**config.mk**
```make
export PLATFORM = sky130hd
export DESIGN_NAME = irq_mailbox
export DESIGN_NICKNAME = d
export VERILOG_FILES = /design/src/rtl/mbx_pkg.sv /design/src/rtl/mbx_addr_decode.sv /design/src/rtl/mbx_slot.sv /design/src/rtl/mbx_rd_mux.sv /design/src/rtl/irq_mailbox.sv
export SDC_FILE = /design/constraint.sdc
export NUM_CORES = 2
export LEC_CHECK = 0
export ABC_AREA = 1
export BUFFER_PORTS_ARGS = -buffer_cell sky130_fd_sc_hd__buf_4
export CAP_MARGIN = 10
export CORE_MARGIN = 8
export CORE_UTILIZATION = 35
export CTS_CLUSTER_SIZE = 10
export DETAILED_ROUTE_END_ITERATION = 10
export HOLD_SLACK_MARGIN = 0.08
export PLACE_DENSITY = 0.51
export SLEW_MARGIN = 40
export SYNTH_ARGS = -nofsm -noshare
export SYNTH_HDL_FRONTEND = slang
export SYNTH_HIERARCHICAL = 1
export SYNTH_SLANG_ARGS = --single-unit
export TNS_END_PERCENT = 30
```
**constraint.sdc**
```tcl
create_clock -name clk_i -period 2 [get_ports clk_i]
set_clock_uncertainty 0.1 [all_clocks]
set_input_delay 0.2 -clock clk_i [delete_from_list [all_inputs] [get_ports clk_i]]
set_output_delay 0.2 -clock clk_i [all_outputs]
set_load 0.005 [all_outputs]
```
**src/rtl/mbx_pkg.sv**
```systemverilog
package mbx_pkg;

  typedef enum logic [2:0] {
    TGT_NONE,
    TGT_DATA0,
    TGT_DATA1,
    TGT_STAT,
    TGT_VEC
  } tgt_e;

  // bank selects are addr[ADDR_W-1:8]
  localparam int BANK_DATA0   = 0;
  localparam int BANK_DATA1   = 1;
  localparam int BANK_STAT    = 2;
  localparam int OFS_ALIAS_D0 = 'h300;
  localparam int OFS_ALIAS_D1 = 'h308;
  localparam int OFS_ALIAS_ST = 'h310;
  localparam int OFS_VEC      = 'h400;

endpackage

```
**src/rtl/mbx_addr_decode.sv**
```systemverilog
module mbx_addr_decode
  import mbx_pkg::*;
#(
  parameter int NUM_CPUS = 8,
  parameter int ADDR_W   = 12,
  parameter int CPU_W    = 3
) (
  input  logic [ADDR_W-1:0] addr_i,
  input  logic [CPU_W-1:0]  req_cpu_i,
  output tgt_e              tgt_o,
  output logic [CPU_W-1:0]  idx_o
);

  localparam int BANK_W = ADDR_W - 8;

  logic [BANK_W-1:0] bank;
  logic [4:0]        entry;
  logic              aligned;
  logic              entry_ok;
  logic              cpu_ok;

  always_comb begin
    bank     = addr_i[ADDR_W-1:8];
    entry    = addr_i[7:3];
    aligned  = (addr_i[2:0] == 3'd0);
    entry_ok = int'(entry) < NUM_CPUS;
    cpu_ok   = int'(req_cpu_i) < NUM_CPUS;
    tgt_o    = TGT_NONE;
    idx_o    = entry[CPU_W-1:0];

    if (aligned && entry_ok) begin
      if (bank == BANK_W'(BANK_DATA0))      tgt_o = TGT_DATA0;
      else if (bank == BANK_W'(BANK_DATA1)) tgt_o = TGT_DATA1;
      else if (bank == BANK_W'(BANK_STAT))  tgt_o = TGT_STAT;
    end

    // alias views follow the requesting CPU
    if (cpu_ok) begin
      if (addr_i == ADDR_W'(OFS_ALIAS_D0)) begin
        tgt_o = TGT_DATA0;
        idx_o = req_cpu_i;
      end else if (addr_i == ADDR_W'(OFS_ALIAS_D1)) begin
        tgt_o = TGT_DATA1;
        idx_o = req_cpu_i;
      end else if (addr_i == ADDR_W'(OFS_ALIAS_ST)) begin
        tgt_o = TGT_STAT;
        idx_o = req_cpu_i;
      end
    end

    if (addr_i == ADDR_W'(OFS_VEC)) tgt_o = TGT_VEC;
  end

endmodule

```
**src/rtl/mbx_slot.sv**
```systemverilog
module mbx_slot #(
  parameter int DATA_W = 64,
  parameter int SRC_W  = 5
) (
  input  logic              clk_i,
  input  logic              rst_ni,
  input  logic              cap_i,
  input  logic [SRC_W-1:0]  src_i,
  input  logic [DATA_W-1:0] d0_i,
  input  logic [DATA_W-1:0] d1_i,
  input  logic              sw_we_i,
  input  logic              sw_busy_i,
  output logic              busy_o,
  output logic [SRC_W-1:0]  src_o,
  output logic [DATA_W-1:0] d0_o,
  output logic [DATA_W-1:0] d1_o
);

  always_ff @(posedge clk_i or negedge rst_ni) begin
    if (!rst_ni) begin
      busy_o <= 1'b0;
      src_o  <= '0;
      d0_o   <= '0;
      d1_o   <= '0;
    end else if (cap_i) begin
      // capture outranks a same-cycle software write
      busy_o <= 1'b1;
      src_o  <= src_i;
      d0_o   <= d0_i;
      d1_o   <= d1_i;
    end else if (sw_we_i) begin
      busy_o <= sw_busy_i;
    end
  end

endmodule

```
**src/rtl/mbx_rd_mux.sv**
```systemverilog
module mbx_rd_mux
  import mbx_pkg::*;
#(
  parameter int NUM_CPUS = 8,
  parameter int CPU_W    = 3,
  parameter int DATA_W   = 64,
  parameter int SRC_W    = 5,
  parameter int VEC_W    = 6
) (
  input  tgt_e                             tgt_i,
  input  logic [CPU_W-1:0]                 idx_i,
  input  logic [NUM_CPUS-1:0]              busy_i,
  input  logic [NUM_CPUS-1:0][SRC_W-1:0]   src_i,
  input  logic [NUM_CPUS-1:0][DATA_W-1:0]  d0_i,
  input  logic [NUM_CPUS-1:0][DATA_W-1:0]  d1_i,
  input  logic [VEC_W-1:0]                 vec_i,
  output logic [DATA_W-1:0]                rdata_o
);

  always_comb begin
    rdata_o = '0;
    case (tgt_i)
      TGT_DATA0: rdata_o = d0_i[idx_i];
      TGT_DATA1: rdata_o = d1_i[idx_i];
      TGT_STAT: begin
        rdata_o[SRC_W]     = busy_i[idx_i];
        rdata_o[SRC_W-1:0] = src_i[idx_i];
      end
      TGT_VEC:  rdata_o[VEC_W-1:0] = vec_i;
      default:  rdata_o = '0;
    endcase
  end

endmodule

```
**src/rtl/irq_mailbox.sv**
```systemverilog
module irq_mailbox
  import mbx_pkg::*;
#(
  parameter int NUM_CPUS = 8,
  parameter int DATA_W   = 64,
  parameter int SRC_W    = 5,
  parameter int VEC_W    = 6,
  parameter int ADDR_W   = 12,
  localparam int CPU_W   = (NUM_CPUS > 1) ? $clog2(NUM_CPUS) : 1
) (
  input  logic              clk_i,
  input  logic              rst_ni,
  input  logic              msg_valid_i,
  input  logic [CPU_W-1:0]  msg_cpu_i,
  input  logic [SRC_W-1:0]  msg_src_i,
  input  logic [DATA_W-1:0] msg_d0_i,
  input  logic [DATA_W-1:0] msg_d1_i,
  output logic              msg_accept_o,
  output logic              post_valid_o,
  output logic [CPU_W-1:0]  post_cpu_o,
  output logic [VEC_W-1:0]  post_vec_o,
  input  logic              req_valid_i,
  input  logic              req_write_i,
  input  logic [ADDR_W-1:0] req_addr_i,
  input  logic [CPU_W-1:0]  req_cpu_i,
  input  logic [DATA_W-1:0] req_wdata_i,
  output logic              rsp_valid_o,
  output logic [DATA_W-1:0] rsp_rdata_o
);

  logic [NUM_CPUS-1:0]             busy_vec;
  logic [NUM_CPUS-1:0][SRC_W-1:0]  src_vec;
  logic [NUM_CPUS-1:0][DATA_W-1:0] d0_vec;
  logic [NUM_CPUS-1:0][DATA_W-1:0] d1_vec;
  logic [VEC_W-1:0]                vec_q;

  tgt_e              tgt;
  logic [CPU_W-1:0]  idx;
  logic [DATA_W-1:0] mux_rdata;
  logic              msg_in_range;
  logic              do_write;
  logic              do_read;
  logic              unused_wdata;

  assign unused_wdata = ^req_wdata_i;

  mbx_addr_decode #(
    .NUM_CPUS(NUM_CPUS),
    .ADDR_W  (ADDR_W),
    .CPU_W   (CPU_W)
  ) u_dec (
    .addr_i   (req_addr_i),
    .req_cpu_i(req_cpu_i),
    .tgt_o    (tgt),
    .idx_o    (idx)
  );

  assign msg_in_range = int'(msg_cpu_i) < NUM_CPUS;
  assign msg_accept_o = msg_valid_i && msg_in_range && !busy_vec[msg_cpu_i];
  assign do_write     = req_valid_i && req_write_i;
  assign do_read      = req_valid_i && !req_write_i;

  for (genvar i = 0; i < NUM_CPUS; i++) begin : g_slot
    logic cap;
    logic sw_we;
    assign cap   = msg_accept_o && (msg_cpu_i == CPU_W'(i));
    assign sw_we = do_write && (tgt == TGT_STAT) && (idx == CPU_W'(i));

    mbx_slot #(
      .DATA_W(DATA_W),
      .SRC_W (SRC_W)
    ) u_slot (
      .clk_i    (clk_i),
      .rst_ni   (rst_ni),
      .cap_i    (cap),
      .src_i    (msg_src_i),
      .d0_i     (msg_d0_i),
      .d1_i     (msg_d1_i),
      .sw_we_i  (sw_we),
      .sw_busy_i(req_wdata_i[SRC_W]),
      .busy_o   (busy_vec[i]),
      .src_o    (src_vec[i]),
      .d0_o     (d0_vec[i]),
      .d1_o     (d1_vec[i])
    );
  end

  always_ff @(posedge clk_i or negedge rst_ni) begin
    if (!rst_ni) begin
      vec_q <= '0;
    end else if (do_write && tgt == TGT_VEC) begin
      vec_q <= req_wdata_i[VEC_W-1:0];
    end
  end

  // post stage: one cycle behind the accept
  always_ff @(posedge clk_i or negedge rst_ni) begin
    if (!rst_ni) begin
      post_valid_o <= 1'b0;
      post_cpu_o   <= '0;
      post_vec_o   <= '0;
    end else begin
      post_valid_o <= msg_accept_o;
      if (msg_accept_o) begin
        post_cpu_o <= msg_cpu_i;
        post_vec_o <= vec_q;
      end
    end
  end

  mbx_rd_mux #(
    .NUM_CPUS(NUM_CPUS),
    .CPU_W   (CPU_W),
    .DATA_W  (DATA_W),
    .SRC_W   (SRC_W),
    .VEC_W   (VEC_W)
  ) u_mux (
    .tgt_i  (tgt),
    .idx_i  (idx),
    .busy_i (busy_vec),
    .src_i  (src_vec),
    .d0_i   (d0_vec),
    .d1_i   (d1_vec),
    .vec_i  (vec_q),
    .rdata_o(mux_rdata)
  );

  always_ff @(posedge clk_i or negedge rst_ni) begin
    if (!rst_ni) begin
      rsp_valid_o <= 1'b0;
      rsp_rdata_o <= '0;
    end else begin
      rsp_valid_o <= do_read;
      if (do_read) rsp_rdata_o <= mux_rdata;
    end
  end

endmodule

```
After elaboration in Yosys (flattened, before gate mapping)

Cells that the tools add are included.

Multiplexer cells: 39
Reduce and logical (&&, ||, !) cells: 36
Magnitude comparators: 3
Equal/unequal tests: 24

Operators with widths:

| kind                                                  | number |
|---|---|
| binary-select mux 64 bit (select 3 bit)               | 2 |
| 2-to-1 mux 64 bit                                     | 2 |
| one-hot mux 58 bit (2 select lines)                   | 1 |
| equality test 12 x 10 -> 1 bit, second input constant | 3 |
| 2-to-1 mux 3 bit                                      | 10 |
| equality test 3 bit, second input constant            | 9 |
| one-hot mux 6 bit (4 select lines)                    | 1 |
| logical AND 1 bit                                     | 22 |
| equality test 3 x 2 -> 1 bit, second input constant   | 6 |
| 2-to-1 mux 1 bit                                      | 18 |
| nonzero test 2 bit                                    | 8 |
| binary-select mux 5 bit (select 3 bit)                | 1 |
| equality test 12 x 11 -> 1 bit, second input constant | 1 |
| equality test 3 x 1 -> 1 bit, second input constant   | 3 |
| zero test 3 bit                                       | 3 |
| < comparator 3 x 4 -> 1 bit, second input constant    | 2 |
| binary-select mux 1 bit (select 3 bit)                | 2 |
| < comparator 5 x 4 -> 1 bit, second input constant    | 1 |
| 2-to-1 mux 5 bit                                      | 1 |
| equality test 4 x 1 -> 1 bit, second input constant   | 1 |
| equality test 4 x 2 -> 1 bit, second input constant   | 1 |
| zero test 4 bit                                       | 1 |
| zero test 1 bit                                       | 2 |
| 2-to-1 mux 2 bit                                      | 1 |

Flip-flop bits (word level): 1153
Output and inout bits: 76

Depth between registers and ports, before layout

Depth after elaboration: 14
Depth in mapped cells: 23
Mapped depth without buffers: 19

By module

Netlist, hierarchy kept.

By module, submodules not included:

| module          | cells an instance | times used | area an instance (µm²) |
|---|---|---|---|
| mbx_slot        | 567               | 8          | 5084.9 |
| mbx_rd_mux      | 2227              | 1          | 10364.9 |
| irq_mailbox     | 385               | 1          | 3316.9 |
| mbx_addr_decode | 52                | 1          | 256.5 |

Worst setup path before layout

Ideal clock, no wire load.

Path type: in2reg
From: in req_addr_i[11]
To: reg rsp_rdata_o[34]
Arrival: 1955 ps
Setup time: 117 ps
Stages: 17
Setup slack: -172 ps
Data required time: 1783 ps
Cells stage by stage: inv_1 nand2_1 nor2_4 nand3_2 nand3_2 nand2_1 nand2_1 buf_2 clkbuf_1 clkbuf_1 nor2_1 o21ai_0 o211ai_1 nand3_1 nand2_1 nand2_1 nand2_1

RTL lines:

| item                                                              | RTL line                           | source |
|---|---|---|
| start, declared                                                   | irq_mailbox.sv:24                  | `input logic [ADDR_W-1:0] req_addr_i,` |
| equality test 12 x 10 -> 1 bit                                    | mbx_addr_decode.sv:45              | `end else if (addr_i == ADDR_W'(OFS_ALIAS_ST)) begin` |
| 2-to-1 mux 3 bit                                                  | mbx_addr_decode.sv:45              |  |
| 2-to-1 mux 3 bit                                                  | mbx_addr_decode.sv:42              | `end else if (addr_i == ADDR_W'(OFS_ALIAS_D1)) begin` |
| 2-to-1 mux 3 bit (*)                                              | mbx_addr_decode.sv:39              | `if (addr_i == ADDR_W'(OFS_ALIAS_D0)) begin` |
| net idx[1]                                                        | irq_mailbox.sv:38                  | `logic [CPU_W-1:0] idx;` |
| binary-select mux 64 bit (select 3 bit), on equally long branches | mbx_rd_mux.sv:24, mbx_rd_mux.sv:23 |  |
| 2-to-1 mux 64 bit, on equally long branches                       | mbx_rd_mux.sv:24, mbx_rd_mux.sv:23 |  |
| one-hot mux 58 bit (2 select lines) (*)                           | mbx_rd_mux.sv:22                   | `case (tgt_i)` |
| net mux_rdata[34]                                                 | irq_mailbox.sv:39                  | `logic [DATA_W-1:0] mux_rdata;` |
| end signal, assigned                                              | irq_mailbox.sv:134                 | `if (do_read) rsp_rdata_o <= mux_rdata;` |
| end, declared                                                     | irq_mailbox.sv:28                  | `output logic [DATA_W-1:0] rsp_rdata_o` |

Mark *: on every way through the listed nets, which the timed path passes. The rest lies on a longest branch. The select of a mux whose other input is x is not followed.
A chain may end at the register's enable or synchronous reset.

Final worst setup path

From: reg g_slot[3].u_slot.busy_o
To: out msg_accept_o

Longest elaborated chain between the ends: 4

RTL lines:

| item                                   | RTL line          | source |
|---|---|---|
| start, declared                        | mbx_slot.sv:13    | `output logic busy_o,` |
| start signal, assigned                 | mbx_slot.sv:32    | `busy_o <= sw_busy_i;` |
| binary-select mux 1 bit (select 3 bit) | irq_mailbox.sv:59 | `assign msg_accept_o = msg_valid_i && msg_in_range && !busy_vec[msg_cpu_i];` |
| 2-to-1 mux 1 bit (implied by the code) | irq_mailbox.sv:59 |  |
| zero test 1 bit                        | irq_mailbox.sv:59 |  |
| logical AND 1 bit                      | irq_mailbox.sv:59 |  |
| end, declared                          | irq_mailbox.sv:18 | `output logic msg_accept_o,` |

Every way passes these cells. The select of a mux whose other input is x is not followed.

==> reports/results.tsv <==
stage	metric	value	unit
outcome	status	finished, violations left	
outcome	violations	hold timing, setup timing	
sta	hold_slack	-0.321	ns
min_path	hold_depth	3	
min_path	min_to	post_vec_o[2]$_DFFE_PN0P_	
finish	layout-drive-gt1-share	12.8	%
flow_run	maxCapViolations	0	
setup_path	endpoint_kind	output port	
routing	via_count	50210	
place	placedCellCount	9445	
setup_path	worst-path-max-fanout	2	
yosys	yosysSeqAreaShare	52.8	%
floorplanning	io-pin-count	296	
sta	setup_viol	273	
finish	final_cells	9935	
setup_path	critical_path.slowest_cell	dfrtp_1	
finish	nNetsFinal	8023	
setup_path	reg2regPathDepth	14	
power_and_ir_drop	p_leak	36.3	nW
finish	area_growth	28.9	%
place	hpwl	125000	um
sta	period_needed	2.13	ns
global_routing	grt_pass1_wl	312000	um
floorplanning	core	156000	um2
finish	post-route-util	45.2	%
setup_path	critical_path_required	1.70	ns
yosys	yosysWarnings	6	
yosys	yosys_register_bits	1153	
global_routing	grt_usage	23.5	%
cts	hold_buffers	176	
floorplanning	start_util	35.1	%
routing	drt_wl_total	218000	um
setup_path	worst_r2r_endpoint	g_slot[7].u_slot/d1_o[41]$_DFFE_PN0P_	
routing	drc_errors	0	
sta	fmax	0.470	GHz
yosys	netlist_area	54600	um2
routing	drt_first_pass_iters	6	
yosys	syn_area_per_cell	7.59	um2
floorplanning	die_h	411	um
yosys	syn_nets	7420	
cts	clk_latency	0.79	ns
setup_path	critPathMaxStageDelay	0.38	ns
routing	drt_iter0_drc	5031	
cts	h-tree-depth	4	
sta	worst_slack	-0.126	ns
sta	worst_pin_slew	0.751	ns
setup_path	crit_path_start_kind	register	
setup_path	cp_cell_sequence	nand2_1 > nand2_1 > nand2_1 > nand2_2 > nand2_4 > nand3_4 > buf_6 > inv_4 > buf_6	
power_and_ir_drop	ir_drop	0.857	mV
sta	maxSlewHeadroom	49.9	%
floorplanning	std_cell_rows	145	
setup_path	r2r_start	g_slot[6].u_slot/busy_o$_DFFE_PN0P_	
floorplanning	die_w	411	um
cts	cts_max_path_buffers	3	
min_path	hold_class	input port to register	
cts	clk_pin_slew	0.06	ns
routing	wl_per_cell	22.0	um
setup_path	criticalPathCategory	register to output port	
sta	finalHoldViolations	6	
yosys	synthCells	7200	
sta	rsz0062_at_grt	true	
routing	detail-route-antenna-nets	0	
setup_path	reg2reg_slack	-0.08	ns
global_routing	grt_max_degree	88	
sta	final_max_slew_viol_count	0	
place	gp_congestion	0.827	
setup_path	critical_path_arrival	1.83	ns
routing	via_per_inst	5.05	
cts	clockRootBuffer	clkbuf_16	
yosys	synth_cell_types	28	
global_routing	globalRouteOverflowTotal	0	
global_routing	antenna_found_initial	13	
global_routing	grt_pass1_vias	49359	
place	port-buffer-count	237	
cts	cts_tree	done	
setup_path	cp_common_cell	nand2_1	
sta	fin_crit_sh	106	%
floorplanning	dieArea	169000	um2
min_path	min_from	msg_valid_i	
cts	cts_buffers	141	
power_and_ir_drop	power_density	962	nW/um2
cts	numClockSinks	1153	
-- flip-flops by register name, summed over array words and instances (netlist names), 3 cells and up --
signal	count
post_cpu_o	3
g_slot.u_slot/busy_o	8
g_slot.u_slot/d1_o	512
rsp_rdata_o	64
post_vec_o	6
vec_q	6
g_slot.u_slot/d0_o	512
g_slot.u_slot/src_o	40
-- through the flow --
stage               hold slack (ns)  cell area [um2]  TNS, ns  total power [mW]  worst slack (ns)
CTS                          0.0313            68200    -1.46              67.9            -0.172
detailed placement           0.0229            62100   -67.56              43.1            -0.651
finish                       -0.321            70400    -8.69              67.8            -0.126
floorplan                    -0.196            54700    -2.75              38.5           -0.0557
global route                 -0.313            70400   -68.53              71.5            -0.264
global placement             0.0261            62100   -70.44              42.7            -0.585
-- critical path, delay by kind of cell, from the launching register on --
kind / cells / cell delay, ns
and+or+nand+nor: 6 / 0.42
DFF: 1 / 0.38
buffers and inverters: 3 / 0.27
-- where the power goes --
part / switching, mW / total [mW] / internal, mW
sequential: 2.99 / 31.9 / 28.9
clock: 10.3 / 24.3 / 14.0
combinational: 6.81 / 11.6 / 4.81
total: 20.1 / 67.8 / 47.7
-- layout make-up --
cell class              instances  area, um2
clock buffers                 188       3980
flip-flops and latches       1153      28900
repair buffers                924      11500
inverters                     162        785
diodes                         10       25.0
clock inverters                19        225
fillers                     15394      85300
repair inverters                4       50.0
multi-input cells            5417      22400
well taps                    2058       2570
-- cell families after synthesis --
family                 share of synthesized area (%)
flip-flops                                      52.8
multiplexers                                   0.124
buffers and inverters                           6.40
AO/OA/AOI/OAI                                   7.44
AND/OR/NAND/NOR                                 33.2
-- placed cells by master, fill, tap and decap left out, drive strengths merged, types with 164 or more instances in the layout --
cell         instances
dlygate4sd3        164
nand3              244
nand2             3728
nor2               718
inv                169
o21ai              464
o211ai             232
dfrtp             1153
clkbuf             238
buf                707
-- metal layers --
metal / vias to the layer above / global-route usage [%] / share of wire (%)
li1: 23734 / - / -
met1: 24575 / 32.3 / 44
met2: 1581 / 39.1 / 47
met3: 318 / 3.08 / 5.7
met4: 2 / 6.68 / 2.5
met5: - / 0 / 0.0060
-- timing repair --
item	CTS	global route
gates cloned	0	67
resized for setup	10	101
pin swaps	9	4
endpoints found under the hold margin	2306	8
endpoints found under the setup margin	378	912
setup buffers	12	26
-- worst max path at each step --
stage | slack [ns] | to | start | depth (start not counted)
floorplan | -0.06 | rsp_rdata_o[10]$_DFFE_PN0P_ | req_addr_i[7] | 19
global placement | -0.59 | rsp_rdata_o[45]$_DFFE_PN0P_ | req_addr_i[1] | 16
detailed placement | -0.65 | rsp_rdata_o[50]$_DFFE_PN0P_ | req_addr_i[1] | 18
CTS | -0.17 | msg_accept_o | g_slot[5].u_slot/busy_o$_DFFE_PN0P_ | 9
global route | -0.26 | msg_accept_o | g_slot[3].u_slot/busy_o$_DFFE_PN0P_ | 9
finish | -0.13 | msg_accept_o | g_slot[3].u_slot/busy_o$_DFFE_PN0P_ | 9
-- cells in the mapped netlist (all sizes together) --
| cell type | count | area share (%) |
|---|---|---|
| nand3 | 244 | 2.3 |
| o21ai | 464 | 4.3 |
| or2 | 1 | 0.011 |
| dfrtp | 1153 | 53 |
| nor4 | 1 | 0.023 |
| nand2 | 3728 | 26 |
| clkbuf | 119 | 0.82 |
| mux2 | 6 | 0.12 |
| clkinv | 1 | 0.0069 |
| nor2 | 718 | 5.0 |
| buf | 349 | 4.4 |
| o211ai | 232 | 3.2 |
| nand4 | 11 | 0.13 |
| nor3 | 12 | 0.13 |
| inv | 161 | 1.2 |
(Power assumes the default switching activity.)
